<file path="config.mk">
export PLATFORM = sky130hd
export DESIGN_NAME = phy_bringup_seq
export DESIGN_NICKNAME = d
export VERILOG_FILES = /design/src/rtl/phy_seq_pkg.sv /design/src/rtl/phy_seq_wait.sv /design/src/rtl/phy_seq_clr.sv /design/src/rtl/phy_bringup_seq.sv
export SDC_FILE = /design/constraint.sdc
export NUM_CORES = 1
export LEC_CHECK = 0
export BUFFER_PORTS_ARGS = -buffer_cell sky130_fd_sc_hd__buf_2
export CAP_MARGIN = 25
export CORE_MARGIN = 2
export CORE_UTILIZATION = 40
export CTS_CLUSTER_SIZE = 8
export DETAILED_ROUTE_END_ITERATION = 10
export PLACE_DENSITY = 0.55
export SLEW_MARGIN = 20
export SYNTH_ARGS = -nofsm -noshare
export SYNTH_HDL_FRONTEND = slang
export SYNTH_SLANG_ARGS = --single-unit
</file>
<file path="constraint.sdc">
create_clock -name clk_i -period 3.4 [get_ports clk_i]
set_clock_uncertainty 0.15 [all_clocks]
set_input_delay 0.68 -clock clk_i [delete_from_list [all_inputs] [get_ports clk_i]]
set_output_delay 0.68 -clock clk_i [all_outputs]
set_load 0.005 [all_outputs]
</file>
<file path="src/rtl/phy_seq_pkg.sv">
package phy_seq_pkg;
  localparam int unsigned CTRL_W = 4;
  localparam int unsigned CTRL_UNSHUT = 0;
  localparam int unsigned CTRL_UNRST  = 1;
  localparam int unsigned CTRL_CLKEN  = 2;
  localparam int unsigned CTRL_PLLFRC = 3;
  localparam int unsigned N_STAGE = 2;

  typedef logic [CTRL_W-1:0] phy_ctrl_t;

  typedef enum logic [1:0] {
    ST_IDLE,
    ST_WAIT_LOCK,
    ST_WAIT_STOP,
    ST_RUN
  } seq_state_e;
endpackage

</file>
<file path="src/rtl/phy_seq_wait.sv">
module phy_seq_wait #(
  parameter int unsigned LIMIT = 16
) (
  input  logic clk_i,
  input  logic rst_ni,
  input  logic active_i,
  input  logic cond_i,
  output logic hit_o,
  output logic expire_o
);
  localparam int unsigned CW = (LIMIT > 1) ? $clog2(LIMIT) : 1;
  localparam logic [CW-1:0] LAST = CW'(LIMIT - 1);

  logic [CW-1:0] cnt_q;

  always_ff @(posedge clk_i or negedge rst_ni) begin
    if (!rst_ni)                        cnt_q <= '0;
    else if (!active_i)                 cnt_q <= '0;
    else if (!cond_i && cnt_q != LAST)  cnt_q <= cnt_q + 1'b1;
  end

  // condition wins over expiry on the same edge
  assign hit_o    = active_i & cond_i;
  assign expire_o = active_i & ~cond_i & (cnt_q == LAST);

  AST_WAIT_CNT_BOUND: assert property (@(posedge clk_i) disable iff (!rst_ni)
    cnt_q <= LAST);
  AST_WAIT_IDLE_CLEAR: assert property (@(posedge clk_i) disable iff (!rst_ni)
    !active_i |=> cnt_q == '0);
endmodule

</file>
<file path="src/rtl/phy_seq_clr.sv">
module phy_seq_clr #(
  parameter int unsigned HI_CYC = 2
) (
  input  logic clk_i,
  input  logic rst_ni,
  input  logic start_i,
  output logic busy_o,
  output logic clr_o
);
  localparam int unsigned CW = (HI_CYC > 1) ? $clog2(HI_CYC) : 1;
  localparam logic [CW-1:0] LAST = CW'(HI_CYC - 1);

  typedef enum logic [1:0] {P_IDLE, P_LO, P_HI} phase_e;

  phase_e        ph_q;
  logic [CW-1:0] cnt_q;
  logic          clr_q;

  always_ff @(posedge clk_i or negedge rst_ni) begin
    if (!rst_ni) begin
      ph_q  <= P_IDLE;
      cnt_q <= '0;
      clr_q <= 1'b0;
    end else begin
      unique case (ph_q)
        P_IDLE: if (start_i) begin
          ph_q  <= P_LO;
          clr_q <= 1'b0;
        end
        P_LO: begin
          ph_q  <= P_HI;
          clr_q <= 1'b1;
          cnt_q <= '0;
        end
        P_HI: begin
          if (cnt_q == LAST) begin
            ph_q  <= P_IDLE;
            clr_q <= 1'b0;
          end else begin
            cnt_q <= cnt_q + 1'b1;
          end
        end
        default: ph_q <= P_IDLE;
      endcase
    end
  end

  assign busy_o = (ph_q != P_IDLE);
  assign clr_o  = clr_q;

  AST_CLR_INSIDE_BUSY: assert property (@(posedge clk_i) disable iff (!rst_ni)
    clr_o |-> busy_o);
  AST_CLR_LEADS_LOW: assert property (@(posedge clk_i) disable iff (!rst_ni)
    $rose(clr_o) |-> $past(busy_o));
endmodule

</file>
<file path="src/rtl/phy_bringup_seq.sv">
module phy_bringup_seq
  import phy_seq_pkg::*;
#(
  parameter int unsigned LOCK_TO_CYC = 2000000,
  parameter int unsigned STOP_TO_CYC = 2000000,
  parameter int unsigned CLR_HI_CYC  = 2
) (
  input  logic        clk_i,
  input  logic        rst_ni,
  input  logic        init_i,
  input  logic        enable_i,
  input  logic        disable_i,
  input  logic        pll_lock_i,
  input  logic        clk_stop_i,
  output logic [3:0]  phy_ctrl_o,
  output logic        test_clr_o,
  output logic        busy_o,
  output logic        done_o,
  output logic        lock_to_o,
  output logic        stop_to_o
);
  localparam phy_ctrl_t CTRL_UP = phy_ctrl_t'((1 << CTRL_UNSHUT) | (1 << CTRL_UNRST)
                                             | (1 << CTRL_CLKEN) | (1 << CTRL_PLLFRC));

  seq_state_e         st_q;
  phy_ctrl_t          ctrl_q;
  logic               busy_q, done_q, lock_to_q, stop_to_q;
  logic               clr_busy, clr_line, clr_start, en_ok;
  logic [N_STAGE-1:0] stg_act, stg_cond, stg_hit, stg_exp;

  assign clr_start = init_i & ~disable_i & (st_q == ST_IDLE) & ~clr_busy;
  assign en_ok     = enable_i & ~init_i & ~disable_i & (st_q == ST_IDLE) & ~clr_busy;

  phy_seq_clr #(.HI_CYC(CLR_HI_CYC)) u_clr (
    .clk_i   (clk_i),
    .rst_ni  (rst_ni),
    .start_i (clr_start),
    .busy_o  (clr_busy),
    .clr_o   (clr_line)
  );

  assign stg_act  = {st_q == ST_WAIT_STOP, st_q == ST_WAIT_LOCK};
  assign stg_cond = {clk_stop_i, pll_lock_i};

  for (genvar g = 0; g < N_STAGE; g++) begin : g_stage
    localparam int unsigned LIM = (g == 0) ? LOCK_TO_CYC : STOP_TO_CYC;
    phy_seq_wait #(.LIMIT(LIM)) u_wait (
      .clk_i    (clk_i),
      .rst_ni   (rst_ni),
      .active_i (stg_act[g]),
      .cond_i   (stg_cond[g]),
      .hit_o    (stg_hit[g]),
      .expire_o (stg_exp[g])
    );
  end

  always_ff @(posedge clk_i or negedge rst_ni) begin
    if (!rst_ni) begin
      st_q      <= ST_IDLE;
      ctrl_q    <= '0;
      busy_q    <= 1'b0;
      done_q    <= 1'b0;
      lock_to_q <= 1'b0;
      stop_to_q <= 1'b0;
    end else begin
      done_q <= 1'b0;
      if (disable_i) begin
        st_q   <= ST_IDLE;
        ctrl_q <= '0;
        busy_q <= 1'b0;
      end else begin
        unique case (st_q)
          ST_IDLE: if (en_ok) begin
            st_q      <= ST_WAIT_LOCK;
            ctrl_q    <= CTRL_UP;
            busy_q    <= 1'b1;
            lock_to_q <= 1'b0;
            stop_to_q <= 1'b0;
          end
          ST_WAIT_LOCK: if (stg_hit[0] | stg_exp[0]) begin
            st_q <= ST_WAIT_STOP;
            if (stg_exp[0]) lock_to_q <= 1'b1;
          end
          ST_WAIT_STOP: if (stg_hit[1] | stg_exp[1]) begin
            st_q   <= ST_RUN;
            busy_q <= 1'b0;
            done_q <= 1'b1;
            if (stg_exp[1]) stop_to_q <= 1'b1;
          end
          ST_RUN: ;
          default: st_q <= ST_IDLE;
        endcase
      end
    end
  end

  assign phy_ctrl_o = ctrl_q;
  assign test_clr_o = clr_line;
  assign busy_o     = busy_q;
  assign done_o     = done_q;
  assign lock_to_o  = lock_to_q;
  assign stop_to_o  = stop_to_q;

  AST_CTRL_WHOLE: assert property (@(posedge clk_i) disable iff (!rst_ni)
    phy_ctrl_o == 4'h0 || phy_ctrl_o == 4'hF);
  AST_BUSY_UP: assert property (@(posedge clk_i) disable iff (!rst_ni)
    busy_o |-> phy_ctrl_o == 4'hF);
  AST_CLR_WHILE_HELD: assert property (@(posedge clk_i) disable iff (!rst_ni)
    test_clr_o |-> phy_ctrl_o == 4'h0);
  AST_DONE_PULSE: assert property (@(posedge clk_i) disable iff (!rst_ni)
    done_o |=> !done_o);
  AST_DONE_ENDS_BUSY: assert property (@(posedge clk_i) disable iff (!rst_ni)
    done_o |-> $past(busy_o) && !busy_o);
  AST_DISABLE_DROPS: assert property (@(posedge clk_i) disable iff (!rst_ni)
    disable_i |=> phy_ctrl_o == 4'h0 && !busy_o && !done_o);
  AST_FLAG_STICKY: assert property (@(posedge clk_i) disable iff (!rst_ni)
    ($fell(lock_to_o) || $fell(stop_to_o)) |-> busy_o);
endmodule

</file>
==> reports/results.ini <==
[logic_synthesis]
synthSimpleGateAreaFrac=0.254
synth-adder-area-share=0.0417
syn_avg_cell_area_um2=9.71
async_reset_ff_frac=1.00
synth_top_family_by_area=simple AND/OR/NAND/NOR gates
synthTopCellsByCount=dfrtp_1, nand2_1, nor2_1
yosysSeqAreaShare=0.442
synth_seq_cells=53
synth_compound_area_frac=0.135
synth.area.mux_share=0.0425
synth_top_area_share=0.442
syn_nets=326
synth_cell_types=49
netlist_area_um2=3000
synth-xor-area-share=0.0467
yosysTopAreaCell=dfrtp_1
synth_edf_count=0
netlist_instances=309
synthTopCellsByArea=dfrtp_1, ha_1, nand2_1, mux2i_1, xnor2_1
synth_ff_type=dfrtp_1
synth_most_common_cell=dfrtp_1
yosysWarnings=0

[worst_setup_path]
worstPathRequired_ps=3440
cp_num_buf_inv=0
criticalPathCategory=reg2reg
max_stage_delay_ps=510
crit_family=simple AND/OR/NAND/NOR gates
critPathMaxFanout=5
crit_chain=or4b_1, or3_1, o31a_4, a221oi_4, mux2_4
ff2ff_setup_slack_ps=750
cp-end-kind=flip-flop
worst_setup_path_start_kind=flip-flop
ff2ff_path_depth=5
crit_slowest_cell=or4b_1
cp_data_arrival_time_ps=2690
r2r-start=g_stage[1].u_wait.cnt_q[9]
rr_endpoint=st_q[0]

[sta]
relSlewSlack=0.402
worstMarginPinSlew_ps=890
tns_ps=0
hold_viol=0
fin_crit_sh=0.778
rsz0062_at_grt=no
setup_violations=0
maxSlewViolCount=0
min_period_ps=2650
fmax_mhz=378

[global_routing]
antenna_found_initial=0
overflow=0
grt_pass1_vias=2156
gr-usage-all-layers=0.153
grt_max_degree=38
grt_pass1_wl_um=10400

[pwr]
power_w=0.00121
irDropWorstVdd_v=0.000201
p_leak_nw=1.34
powerDensity_nw_per_um2=373

[placed_design]
portBuffers=15
dp_cells=411
dpl_cell_area_um2=3150
place.gp.congestion=0.728
dp_hpwl_um=4120

[routing]
vias=2274
drtIter0Drc=124
wl_per_cell_um=14.2
viasPerCell=5.43
drt-total-wl_um=5950
drc=0
firstDrtPassIters=6
postRouteAntennaNets=0

[worst_hold_path]
hold_class=in2async

[clock_tree]
cts-buffers-inserted=5
clk_pin_slew_ps=100
cts-resized-gates=0
ctsHoldBuffers=0
htreeDepth=2
cts_tree=done
worstSkewPairLatency_ps=310
cts.path.max_buffers=2
clock-sinks=53
root_buffer=clkbuf_8
post_cts_buffers=0

[flow_run]
drv_cap=0

[layout]
nets=336
fill_cells=712
final_cells=419
final_cell_area_um2=3240
syn2layout_area_growth_pct=7.79
multi_input_area_um2=1560
antennaDiodeCount=0
drive_above_1_share=0.100
ff_latch_area_um2=1330
fin_util=0.446

[floorplan]
die_h_um=90.6
row_count=31
core-area_um2=7250
dieWidth_um=90.6
die-area_um2=8210
start_util=0.414
ioPinCount=16

[outcome]
status=finished clean

[routing by layer]
layer | global-route usage | vias to the layer above | routed length [um]
li1 | - | 1135 | -
met4 | 0.0346 | 0 | 37
met1 | 0.218 | 1101 | 2970
met2 | 0.244 | 34 | 2760
met5 | 0 | - | 0
met3 | 0.0292 | 4 | 188
[cell type report]
class | count | share of cell area
well taps | 99 | 0.0383
flip-flops and latches | 53 | 0.410
inverters | 12 | 0.0139
multi-input cells | 229 | 0.482
clock buffers | 6 | 0.0224
repair buffers | 18 | 0.0302
clock inverters | 2 | 0.00309
[logic make-up (layout without fill, tap and decap cells)]
logic type               Yosys count  after routing
AO/OA/AOI/OAI                     53             53
XOR/XNOR                          16             16
adder cells (fa/ha/maj)           10             10
AND/OR/NAND/NOR                  138            138
flip-flops                        53             53
buffers and inverters             27             38
multiplexers                      12             12
[worst max path at each step]
stage / cells past startpoint / startpoint / end
final: 5 / g_stage[1].u_wait.cnt_q[9] / st_q[0]
after global routing: 5 / g_stage[1].u_wait.cnt_q[9] / busy_o
after CTS: 5 / g_stage[1].u_wait.cnt_q[9] / busy_o
after detailed placement: 5 / g_stage[1].u_wait.cnt_q[9] / st_q[0]
after global placement: 5 / g_stage[1].u_wait.cnt_q[9] / st_q[0]
after floorplan: 6 / g_stage[1].u_wait.cnt_q[9] / st_q[0]
[report_power, final]
part / leakage, nW / internal, W / switching, W / total (W)
registers: 0.736 / 0.000656 / 0.0000213 / 0.000677
clock network: 0.0450 / 0.000143 / 0.000206 / 0.000349
logic: 0.563 / 0.0000806 / 0.000101 / 0.000181
[registers in the layout, summed over array words and instances (netlist names)]
register and count:
phy_ctrl_o 1, st_q 2, stop_to_o 1, lock_to_o 1
g_stage.u_wait.cnt_q 42, done_o 1, u_clr.clr_o 1, u_clr.cnt_q 1
u_clr.ph_q 2, busy_o 1
[metrics by stage]
stage,setup WS (ps),hold WS (ps)
finish,753,306
CTS,743,342
floorplan,852,234
global placement,798,342
detailed placement,779,346
global route,615,383
[placed cells by master (no fill, tap or decap), types with 3 or more instances in the layout]
cell type  count
a21oi_1       15
and2_1        13
and4_1         4
buf_2         15
buf_4          3
clkbuf_8       5
dfrtp_1       53
ha_1          10
inv_1         12
mux2i_1        9
nand2_1       29
nand2b_1      13
nand3_1       13
nand4_1       11
nor2_1        18
nor2b_1        4
nor3_1         6
nor4_1         6
nor4b_1        3
o211ai_1       5
o21ai_0        3
o21ai_1        3
o311ai_1       3
o31ai_1        6
o41ai_1        3
or3_1          4
or4_1          6
or4b_1         3
xnor2_1       10
xor2_1         6
Power figures use the tool's default switching activity.
